===== src/rtl/mtd_pkg.sv =====
package mtd_pkg;

    typedef enum logic [2:0] {
        ST_RUN,
        ST_DRAIN,
        ST_HOLD,
        ST_FIN,
        ST_IDLE
    } seq_st_e;

    typedef enum logic [1:0] {
        K_WR,
        K_WR_EVEN,
        K_RD,
        K_WRRD
    } op_kind_e;

    typedef struct packed {
        op_kind_e   kind;
        logic       walk;
        logic [7:0] seed;
        logic       masked;
        logic       last;
    } pass_t;

    localparam int unsigned NUM_TESTS = 7;

    localparam logic [7:0] SEED_FILL = 8'h5A;
    localparam logic [7:0] SEED_PART = 8'hC3;
    localparam logic [7:0] SEED_BG   = 8'hF0;
    localparam logic [7:0] SEED_MSK  = 8'h0F;
    localparam logic [7:0] SEED_WALK = 8'h96;
    localparam logic [7:0] SEED_B2B  = 8'h3C;

    function automatic pass_t pass_info(input logic [2:0] t, input logic [1:0] p);
        pass_t r;
        r = '{kind: K_RD, walk: 1'b0, seed: SEED_FILL, masked: 1'b0, last: 1'b1};
        case (t)
            3'd0: begin
                if (p == 2'd0) begin
                    r.kind = K_WR;
                    r.last = 1'b0;
                end
            end
            3'd1: begin
                if (p == 2'd0) begin
                    r.kind = K_WR_EVEN;
                    r.seed = SEED_PART;
                    r.last = 1'b0;
                end
            end
            3'd2: begin
                if (p == 2'd0) begin
                    r.kind = K_WR;
                    r.seed = SEED_BG;
                    r.last = 1'b0;
                end else if (p == 2'd1) begin
                    r.kind   = K_WR;
                    r.seed   = SEED_MSK;
                    r.masked = 1'b1;
                    r.last   = 1'b0;
                end
            end
            3'd3: begin
                r.walk = 1'b1;
                r.seed = SEED_WALK;
                if (p == 2'd0) begin
                    r.kind = K_WR;
                    r.last = 1'b0;
                end
            end
            3'd6: begin
                r.kind = K_WRRD;
                r.seed = SEED_B2B;
            end
            default: ;
        endcase
        return r;
    endfunction

endpackage


===== src/rtl/mtd_fifo.sv =====
module mtd_fifo #(
    parameter int unsigned W     = 32,
    parameter int unsigned DEPTH = 4
) (
    input  logic         clk,
    input  logic         rst_n,
    input  logic         push,
    input  logic [W-1:0] din,
    input  logic         pop,
    output logic [W-1:0] dout,
    output logic         full,
    output logic         empty
);
    localparam int unsigned PW = (DEPTH > 1) ? $clog2(DEPTH) : 1;

    typedef struct packed {
        logic [PW-1:0] wp;
        logic [PW-1:0] rp;
        logic [PW:0]   cnt;
    } fifo_t;

    fifo_t q, d;
    logic [W-1:0] mem [DEPTH];

    always_comb begin
        d = q;
        if (push) d.wp = (q.wp == PW'(DEPTH - 1)) ? '0 : q.wp + 1'b1;
        if (pop)  d.rp = (q.rp == PW'(DEPTH - 1)) ? '0 : q.rp + 1'b1;
        case ({push, pop})
            2'b10:   d.cnt = q.cnt + 1'b1;
            2'b01:   d.cnt = q.cnt - 1'b1;
            default: d.cnt = q.cnt;
        endcase
    end

    always_ff @(posedge clk or negedge rst_n) begin
        if (!rst_n) q <= '0;
        else        q <= d;
    end

    always_ff @(posedge clk) begin
        if (push) mem[q.wp] <= din;
    end

    assign dout  = mem[q.rp];
    assign full  = (q.cnt == (PW+1)'(DEPTH));
    assign empty = (q.cnt == '0);
endmodule


===== src/rtl/mtd_lane_cmp.sv =====
module mtd_lane_cmp (
    input  logic       clk,
    input  logic       rst_n,
    input  logic       chk,
    input  logic [7:0] got,
    input  logic [7:0] want,
    output logic       ok
);
    logic ok_d, ok_q;

    always_comb begin
        ok_d = ok_q;
        if (chk) ok_d = (got == want);
    end

    always_ff @(posedge clk or negedge rst_n) begin
        if (!rst_n) ok_q <= 1'b1;
        else        ok_q <= ok_d;
    end

    assign ok = ok_q;
endmodule


===== src/rtl/mtd_seq.sv =====
module mtd_seq
    import mtd_pkg::*;
#(
    parameter int unsigned ADDR_W = 4,
    parameter int unsigned BYTES  = 4,
    parameter int unsigned HOLD_W = 16,
    parameter bit          LP_EN  = 1'b1
) (
    input  logic                clk,
    input  logic                rst_n,
    input  logic [HOLD_W-1:0]   hold_cycles,
    input  logic                req_ready,
    input  logic                fifo_full,
    input  logic                fifo_empty,
    output logic                req_valid,
    output logic                req_write,
    output logic [ADDR_W-1:0]   req_addr,
    output logic [8*BYTES-1:0]  req_wdata,
    output logic [BYTES-1:0]    req_be,
    output logic                exp_push,
    output logic [8*BYTES-1:0]  exp_data,
    output logic                pd_req,
    output logic                sr_req,
    output logic [NUM_TESTS-1:0] test_status,
    output logic                suite_done
);
    localparam int unsigned DW    = 8 * BYTES;
    localparam int unsigned DEPTH = 1 << ADDR_W;
    localparam int unsigned CNT_W = ADDR_W + 1;

    typedef struct packed {
        seq_st_e           st;
        logic [2:0]        test;
        logic [1:0]        pass;
        logic [CNT_W-1:0]  cnt;
        logic              sub;
        logic [HOLD_W-1:0] hold;
    } seq_t;

    localparam seq_t RESET_Q = '{st: ST_RUN, test: 3'd0, pass: 2'd0, cnt: '0, sub: 1'b0, hold: '0};

    function automatic logic [DW-1:0] pat(input logic [ADDR_W-1:0] a, input logic [7:0] s);
        logic [DW-1:0] r;
        for (int b = 0; b < int'(BYTES); b++) r[8*b +: 8] = 8'(a) ^ s ^ 8'(37 * b);
        return r;
    endfunction

    function automatic logic [BYTES-1:0] even_be();
        logic [BYTES-1:0] r;
        for (int b = 0; b < int'(BYTES); b++) r[b] = ((b % 2) == 0);
        return r;
    endfunction

    function automatic logic [DW-1:0] expect_of(input logic [2:0] t, input logic [ADDR_W-1:0] a);
        logic [DW-1:0] r, bg, mk;
        case (t)
            3'd1:    r = a[0] ? pat(a, SEED_FILL) : pat(a, SEED_PART);
            3'd2: begin
                bg = pat(a, SEED_BG);
                mk = pat(a, SEED_MSK);
                for (int b = 0; b < int'(BYTES); b++)
                    r[8*b +: 8] = ((b % 2) == 0) ? mk[8*b +: 8] : bg[8*b +: 8];
            end
            3'd3:    r = pat(a, SEED_WALK);
            3'd6:    r = pat(a, SEED_B2B);
            default: r = pat(a, SEED_FILL);
        endcase
        return r;
    endfunction

    seq_t q, d;
    pass_t pi;
    logic [ADDR_W-1:0] addr;
    logic last_cnt, step;
    logic [2:0] nxt;

    always_comb begin
        d    = q;
        pi   = pass_info(q.test, q.pass);
        step = 1'b0;
        nxt  = q.test + 3'd1;
        if (!LP_EN && nxt == 3'd4) nxt = 3'd6;

        if (pi.walk) begin
            addr     = (q.cnt == '0) ? '0 : (ADDR_W'(1) << (q.cnt - CNT_W'(1)));
            last_cnt = (q.cnt == CNT_W'(ADDR_W));
        end else begin
            addr     = q.cnt[ADDR_W-1:0];
            last_cnt = (q.cnt == CNT_W'(DEPTH - 1));
        end

        req_valid   = 1'b0;
        req_write   = 1'b0;
        req_addr    = addr;
        req_wdata   = pat(addr, pi.seed);
        req_be      = pi.masked ? even_be() : '1;
        exp_push    = 1'b0;
        exp_data    = expect_of(q.test, addr);
        pd_req      = 1'b0;
        sr_req      = 1'b0;
        suite_done  = 1'b0;
        test_status = '0;

        case (q.st)
            ST_RUN: begin
                case (pi.kind)
                    K_WR: begin
                        req_valid = 1'b1;
                        req_write = 1'b1;
                        step      = req_ready;
                    end
                    K_WR_EVEN: begin
                        if (addr[0]) begin
                            step = 1'b1;
                        end else begin
                            req_valid = 1'b1;
                            req_write = 1'b1;
                            step      = req_ready;
                        end
                    end
                    K_RD: begin
                        req_valid = !fifo_full;
                        exp_push  = req_valid && req_ready;
                        step      = exp_push;
                    end
                    default: begin
                        if (!q.sub) begin
                            req_valid = 1'b1;
                            req_write = 1'b1;
                            if (req_ready) d.sub = 1'b1;
                        end else begin
                            req_valid = !fifo_full;
                            exp_push  = req_valid && req_ready;
                            if (exp_push) begin
                                d.sub = 1'b0;
                                step  = 1'b1;
                            end
                        end
                    end
                endcase
                if (step) begin
                    if (last_cnt) begin
                        d.cnt = '0;
                        if (pi.last) begin
                            d.st   = ST_DRAIN;
                            d.pass = 2'd0;
                        end else begin
                            d.pass = q.pass + 2'd1;
                        end
                    end else begin
                        d.cnt = q.cnt + 1'b1;
                    end
                end
            end
            ST_DRAIN: begin
                if (fifo_empty) begin
                    if (q.test == 3'd6) begin
                        d.st = ST_FIN;
                    end else begin
                        d.test = nxt;
                        d.hold = '0;
                        d.st   = (nxt == 3'd4 || nxt == 3'd5) ? ST_HOLD : ST_RUN;
                    end
                end
            end
            ST_HOLD: begin
                pd_req = (q.test == 3'd4);
                sr_req = (q.test == 3'd5);
                if (({1'b0, q.hold} + 1'b1) >= {1'b0, hold_cycles}) d.st = ST_DRAIN;
                else                                                 d.hold = q.hold + 1'b1;
            end
            ST_FIN: begin
                suite_done = 1'b1;
                d.st       = ST_IDLE;
            end
            default: ;
        endcase

        if (q.st == ST_RUN || q.st == ST_DRAIN || q.st == ST_HOLD)
            test_status = NUM_TESTS'(1) << q.test;
    end

    always_ff @(posedge clk or negedge rst_n) begin
        if (!rst_n) q <= RESET_Q;
        else        q <= d;
    end
endmodule


===== src/rtl/memtest_driver.sv =====
module memtest_driver
    import mtd_pkg::*;
#(
    parameter int unsigned ADDR_W     = 4,
    parameter int unsigned BYTES      = 4,
    parameter int unsigned HOLD_W     = 16,
    parameter int unsigned FIFO_DEPTH = 4,
    parameter bit          LP_EN      = 1'b1
) (
    input  logic                 clk,
    input  logic                 rst_n,
    input  logic [HOLD_W-1:0]    hold_cycles,
    input  logic                 req_ready,
    input  logic                 rd_valid,
    input  logic [8*BYTES-1:0]   rd_data,
    output logic                 req_valid,
    output logic                 req_write,
    output logic [ADDR_W-1:0]    req_addr,
    output logic [8*BYTES-1:0]   req_wdata,
    output logic [BYTES-1:0]     req_be,
    output logic                 pd_req,
    output logic                 sr_req,
    output logic                 pass_all,
    output logic [BYTES-1:0]     pass_lane,
    output logic [6:0]           test_status,
    output logic                 suite_done
);
    localparam int unsigned DW = 8 * BYTES;

    logic          exp_push, fifo_full, fifo_empty, chk;
    logic [DW-1:0] exp_data, exp_front;
    logic          pass_d, pass_q;

    mtd_seq #(
        .ADDR_W (ADDR_W),
        .BYTES  (BYTES),
        .HOLD_W (HOLD_W),
        .LP_EN  (LP_EN)
    ) u_seq (
        .clk         (clk),
        .rst_n       (rst_n),
        .hold_cycles (hold_cycles),
        .req_ready   (req_ready),
        .fifo_full   (fifo_full),
        .fifo_empty  (fifo_empty),
        .req_valid   (req_valid),
        .req_write   (req_write),
        .req_addr    (req_addr),
        .req_wdata   (req_wdata),
        .req_be      (req_be),
        .exp_push    (exp_push),
        .exp_data    (exp_data),
        .pd_req      (pd_req),
        .sr_req      (sr_req),
        .test_status (test_status),
        .suite_done  (suite_done)
    );

    mtd_fifo #(
        .W     (DW),
        .DEPTH (FIFO_DEPTH)
    ) u_exp (
        .clk   (clk),
        .rst_n (rst_n),
        .push  (exp_push),
        .din   (exp_data),
        .pop   (chk),
        .dout  (exp_front),
        .full  (fifo_full),
        .empty (fifo_empty)
    );

    assign chk = rd_valid && !fifo_empty;

    for (genvar b = 0; b < int'(BYTES); b++) begin : g_lane
        mtd_lane_cmp u_cmp (
            .clk   (clk),
            .rst_n (rst_n),
            .chk   (chk),
            .got   (rd_data[8*b +: 8]),
            .want  (exp_front[8*b +: 8]),
            .ok    (pass_lane[b])
        );
    end

    always_comb begin
        pass_d = pass_q;
        if (chk && (rd_data != exp_front)) pass_d = 1'b0;
    end

    always_ff @(posedge clk or negedge rst_n) begin
        if (!rst_n) pass_q <= 1'b1;
        else        pass_q <= pass_d;
    end

    assign pass_all = pass_q;
endmodule


===== config.mk =====
export PLATFORM = sky130hd
export DESIGN_NAME = memtest_driver
export DESIGN_NICKNAME = d
export VERILOG_FILES = /design/src/rtl/mtd_pkg.sv /design/src/rtl/mtd_fifo.sv /design/src/rtl/mtd_lane_cmp.sv /design/src/rtl/mtd_seq.sv /design/src/rtl/memtest_driver.sv
export SDC_FILE = /design/constraint.sdc
export NUM_CORES = 1
export LEC_CHECK = 0
export ABC_AREA = 0
export BUFFER_PORTS_ARGS = -buffer_cell sky130_fd_sc_hd__buf_4
export CAP_MARGIN = 20
export CORE_ASPECT_RATIO = 1.25
export CORE_UTILIZATION = 52
export CTS_CLUSTER_SIZE = 20
export DETAILED_ROUTE_END_ITERATION = 8
export PLACE_DENSITY_LB_ADDON = 0.3
export SLEW_MARGIN = 20
export SYNTH_ARGS = -nofsm -noshare
export SYNTH_HDL_FRONTEND = slang
export SYNTH_SLANG_ARGS = --single-unit

===== constraint.sdc =====
create_clock -name clk -period 3 [get_ports clk]
set_input_delay 0.3 -clock clk [delete_from_list [all_inputs] [get_ports clk]]
set_output_delay 0.3 -clock clk [all_outputs]
set_load 0.02 [all_outputs]

* Word level (Yosys, flattened, before mapping)
Memories as Yosys holds them, arrays and structs flattened.
Index checks and enable logic that the tools add are counted.
** Cells by class
- Add/sub/neg operators :: 10
- $lt $le $gt $ge :: 1
- Equality and inequality tests :: 33
- Shift-type cells :: 2
- Mux-type cells :: 63
- Bitwise operators :: 26
- Reduce and logical (&&, ||, !) cells :: 27
** Operators with widths (count)
- 32-bit case mux with 4 select lines :: 1
- 16-bit 2-to-1 mux :: 3
- 8-bit == test :: 4
- 32-bit 2-to-1 mux :: 1
- 32-bit inequality test :: 1
- 16-bit case mux with 2 select lines :: 1
- 8-bit case mux with 4 select lines :: 1
- 1-bit 2-to-1 mux :: 25
- 6-bit inverter :: 4
- 3-bit == test, second input constant :: 6
- 3-bit 2-to-1 mux :: 6
- 2-bit inverter with 3-bit output :: 6
- 3-bit inverter :: 6
- 16-bit by 1-bit adder with 17-bit output, second input constant :: 1
- 17-bit by 16-bit greater-or-equal comparator with 1-bit output :: 1
- 16-bit by 1-bit adder with 16-bit output, second input constant :: 1
- 2-bit 2-to-1 mux :: 8
- 8-bit 2-to-1 mux :: 2
- 2-bit inverter with 4-bit output :: 4
- 3-bit by 2-bit == test with 1-bit output, second input constant :: 4
- 4-bit 2-to-1 mux :: 3
- 3-bit case mux with 4 select lines :: 1
- 3-bit logical NOT :: 3
- 9-bit 2-to-1 mux :: 1
- other kinds (39) :: 68
** Word-level totals
- Bits in registers :: 42
- RAM bits :: 128
- Output and inout port bits :: 57
- Word-level logic and storage cells :: 177
- Memories :: 1
** Memories
- u_exp.mem :: words 4, width 32, read ports 1, clocked after memory_dff 0, write ports 1, RTL line mtd_fifo.sv:23 : logic [W-1:0] mem [DEPTH];

* Longest topological paths before layout
- Word-level depth :: 10
- Mapped depth :: 15
- Mapped depth without buffers :: 14

* By module
A second synthesis with hierarchy kept.
** Unflattened totals
- Cells, all modules :: 749
- Area, all modules :: 9230.1 um^2
** By module, submodules not included
- mtd_fifo :: instances 1, cells an instance 206, area each 5084.9 um^2
- mtd_seq :: instances 1, cells an instance 445, area each 3263.1 um^2
- mtd_lane_cmp :: instances 4, cells an instance 13, area each 123.9 um^2
- memtest_driver :: instances 1, cells an instance 46, area each 386.6 um^2

* Least setup slack after synthesis
Ideal clock, no wire load.
- Kind :: reg-to-output
- From :: register u_seq.q[17] in the netlist's numbering
- To :: output req_wdata[27]
- Arrival :: 3.128 ns
- Slack :: -0.428 ns
- Stages on the path, launching flop included :: 11
- Buffers on the path :: 2
- Cells stage by stage :: dfrtp_1 > clkbuf_1 > clkinv_1 > ha_1 > or2_0 > a211o_1 > a211o_2 > a2bb2oi_2 > xnor2_1 > inv_1 > buf_4
** On the way
- Longest elaborated chain between the ends :: 6
** RTL lines
- start, declared :: RTL line mtd_seq.sv:71 : seq_t q, d;
- start signal, assigned :: RTL line mtd_seq.sv:184 : if (!rst_n) q <= RESET_Q;
- start signal, assigned :: RTL line mtd_seq.sv:185 : else q <= d;
- 5-bit by 1-bit subtractor with 5-bit output :: RTL line mtd_seq.sv:85 : addr = (q.cnt == '0) ? '0 : (ADDR_W'(1) << (q.cnt - CNT_W'(1)));
- 1-bit by 5-bit << shifter with 4-bit output :: RTL line mtd_seq.sv:85
- 4-bit 2-to-1 mux (*) :: RTL line mtd_seq.sv:85
- 4-bit 2-to-1 mux (*) :: RTL line mtd_seq.sv:84 : if (pi.walk) begin
- 4-bit by 8-bit XOR with 8-bit output (*)
- named net req_wdata[3] :: RTL line memtest_driver.sv:19 : output logic [8*BYTES-1:0] req_wdata,
- 6-bit inverter (no line) (*)
- end, declared :: RTL line memtest_driver.sv:19
The timed path passes the listed nets; every way through them passes the cells marked *.

* Final worst setup path
- From :: register u_seq.q[1] in the netlist's numbering
- To :: register u_seq.q[7] in the netlist's numbering
** On the way
- Longest elaborated chain between the ends :: 4
** RTL lines
- 16-bit by 1-bit adder with 17-bit output :: RTL line mtd_seq.sv:169 : if (({1'b0, q.hold} + 1'b1) >= {1'b0, hold_cycles}) d.st = ST_DRAIN;
- 17-bit by 16-bit greater-or-equal comparator with 1-bit output :: RTL line mtd_seq.sv:169
- 2-bit inequality test (no line)
- 4-bit AND reduction (no line)
Parallel ways exist; a longest one is shown, timed or not. The select of a mux whose other input is x is not followed.
A chain may end at the register's enable or synchronous reset.

==> impl_metrics.toml <==
[outcome]
status = "complete, but fails checks"
violations = "negative setup slack"

[critical_path]
cp_max_fo = 7
slowest_delay_ns = 0.38
cpLargestDelayFamily = "simple AND/OR/NAND/NOR gates"
endpoint_kind = "register"
worst_path_max_delay_cell = "dfrtp_1"
crit_chain = "ha_2, nand4_1, nor2_2, and4_4, xor2_2, ha_1, and4_1, and3_4, a311oi_2, o2111ai_4, buf_4, a21oi_1, a21o_1"
cp.required_ns = 3.35
crit_arrival_ns = 3.48
critPathLaunchType = "register"
critPathKind = "reg2reg"
rrSetupSlack_ns = -0.13
worst-path-buf-inv = 1

[sta]
fin_crit_sh_pct = 104
worstMarginPinSlew_ns = 0.617
final-max-slew-violation-count = 0
hold_viol_final = 0
slew_headroom_pct = 58.8
tns_ns = -1.34
fmax_mhz = 319
skew_ns = 0.00907
layout_setup_ws_ns = -0.134
grt_setup_unrepaired = "yes"
finalCriticalPeriod_ns = 3.13
setup_viol = 18

[synth]
synth-edff-count = 88
synthArstFlopShare_pct = 32.3
synth_cell_type_count = 70
ys.flop_type = "edfxtp_1"
synth_cells = 642
seq_area_frac_synth_pct = 49.8
syn_area_per_cell_um2 = 11.6
synth.cell_area_um2 = 7430
yosys_warnings = 0
ys_ff_latch = 130

[global_route]
grt_pass1_vias = 5577
grt_max_degree = 43
grt_pass1_wl_um = 27900
grt_overflow = 0
antenna_found_initial = 0
grt_usage_pct = 25.3

[layout]
area_delta_synth_final_pct = 28.9
final_nets = 874
drive_above_1_share_pct = 35.0
instances_no_fill = 974
antenna_cells = 0

[flow_run]
cap_violations = 0

[die]
core_area_um2 = 13900
fp.dieW_um = 109
num_rows = 48
start_util_pct = 53.5
die_h_um = 136
dieArea_um2 = 14800
ioPinCount = 109

[clocking]
cts_made_buffers = 17
cts_max_level = 4
clkLatencyLatePin_ns = 0.42
cts_buffer_depth = 2
cts-root-buf = "clkbuf_16"
cts_tree = "built"
path_clk_slew_ns = 0.06
cts_sinks = 130

[detailed_routing]
num_vias = 5508
initialDrtViolationCount = 298
routed_wl_um = 18100
via_per_inst = 5.66
drc_errors = 0
post_drt_wl_per_cell_um = 18.5
route.antenna.remaining_nets = 0
dr.pass1.iters = 5

[power]
p_leak_uw = 0.00419
finalPower_uw = 10500
power_per_cell_area_nw_per_um2 = 1100
ir_drop_v = 0.000725

[placement]
dp.cells = 928
place_ws_ns = -0.243
place.gp.congestion = 0.923
dp_hpwl_um = 12900
io_buffers = 106

[worst_hold_path]
hp-class = "in2reg"
==> repair_timing <==
item	4_1_cts	5_1_grt
pin swaps	9	26
setup endpoints to repair	36	40
gates cloned	1	0
hold buffers	1	0
gates resized for setup	22	34
buffers inserted	3	9
endpoints found under the hold margin	37	0
==> cell usage after synthesis (4+ instances only) <==
cell | count | area [µm²]
xnor2_1 | 47 | 412
mux4_1 | 10 | 263
nand3_1 | 23 | 115
mux2i_1 | 4 | 40.0
dfrtp_1 | 37 | 926
o22ai_1 | 4 | 25.0
and3_1 | 8 | 50.1
nand2_1 | 55 | 206
buf_4 | 25 | 188
nand4_1 | 11 | 68.8
nand2b_1 | 16 | 100
dfstp_2 | 5 | 131
a21oi_1 | 17 | 85.1
clkbuf_1 | 12 | 45.0
buf_2 | 5 | 25.0
nor2_1 | 43 | 161
a21o_1 | 11 | 82.6
mux4_2 | 12 | 270
inv_1 | 47 | 176
ha_1 | 35 | 438
mux2_2 | 5 | 56.3
xor2_1 | 8 | 70.1
edfxtp_1 | 88 | 2640
and2_1 | 8 | 50.1
o21ai_0 | 20 | 100
o31ai_1 | 5 | 37.5
or2_2 | 4 | 25.0
nor3_1 | 9 | 45.0
==> registers in the layout, indices dropped and copies added, names as in the netlist <==
name	count
g_lane.u_cmp.ok	4
pass_all	1
u_exp.mem	88
u_exp.q	7
u_seq.q	30
==> layout by cell type, fill, tap and decap left out, types with 11 or more instances in the layout <==
| cell type | instances |
|---|---|
| nor2_1 | 40 |
| nand2_1 | 51 |
| nand2b_1 | 15 |
| o21ai_0 | 17 |
| inv_1 | 44 |
| a21o_1 | 11 |
| edfxtp_1 | 88 |
| a21oi_1 | 15 |
| buf_4 | 163 |
| clkbuf_16 | 17 |
| xnor2_1 | 42 |
| mux4_2 | 12 |
| nand3_1 | 23 |
| nand4_1 | 11 |
| ha_1 | 32 |
| dfrtp_1 | 37 |
==> through the flow <==
step                      hold WS (ns)  util (%)  area [µm²]
after floorplan                0.00441         -        7490
after global placement           0.351      62.0        8610
after detailed placement         0.359      62.0        8610
after CTS                        0.198      67.4        9350
after global routing             0.226      69.0        9570
final                            0.207      69.0        9570
==> logic make-up after synthesis <==
family | share of synthesized area (%)
compound gates | 8.84
xor+xnor | 6.48
fa+ha+maj | 6.16
buf+inv | 6.62
flops | 49.8
mux | 8.93
other cells | 0.0505
simple gates | 13.1
==> layer usage <==
layer / vias to the layer above / GRT usage, % / share of wire, %
li1: 2579 / - / -
met1: 2695 / 29.9 / 39
met2: 191 / 45.1 / 53
met3: 43 / 4.38 / 4.9
met4: 0 / 10.4 / 3.2
met5: - / 0 / 0
==> path summary, 6_finish.rpt <==
path                                    start                 end  cells past startpoint
min reg2reg                g_lane[0].u_cmp.ok  g_lane[0].u_cmp.ok                      2
min in group asynchronous               rst_n          u_exp.q[3]                      2
max                                u_seq.q[1]          u_seq.q[7]                     13
max in group asynchronous               rst_n          u_seq.q[6]                      2
max reg2reg                        u_seq.q[1]          u_seq.q[7]                     13
min                                rd_data[0]  g_lane[0].u_cmp.ok                      4
==> worst reg2reg max path, delay by kind of cell (launching register included) <==
family / cells / cell delay (ns)
simple gates: 5 / 1.01
compound gates: 4 / 0.81
fa+ha+maj: 2 / 0.48
flops: 1 / 0.38
buf+inv: 1 / 0.22
xor+xnor: 1 / 0.17
==> power by group <==
part / switching, µW / internal [µW]
Sequential: 239 / 2760
Clock: 829 / 1250
Combinational: 3150 / 2320
Total: 4220 / 6320
==> layout make-up <==
cell class                      count  area [µm²]
Inverter                           48         185
Timing Repair Buffer              172        1340
Fill cell                         983        4300
Clock inverter                     15         171
Sequential cell                   130        3700
Tap cell                          175         219
Multi-Input combinational cell    417        3540
Clock buffer                       17         425
Note: power is estimated with default switching activity, not from simulation.
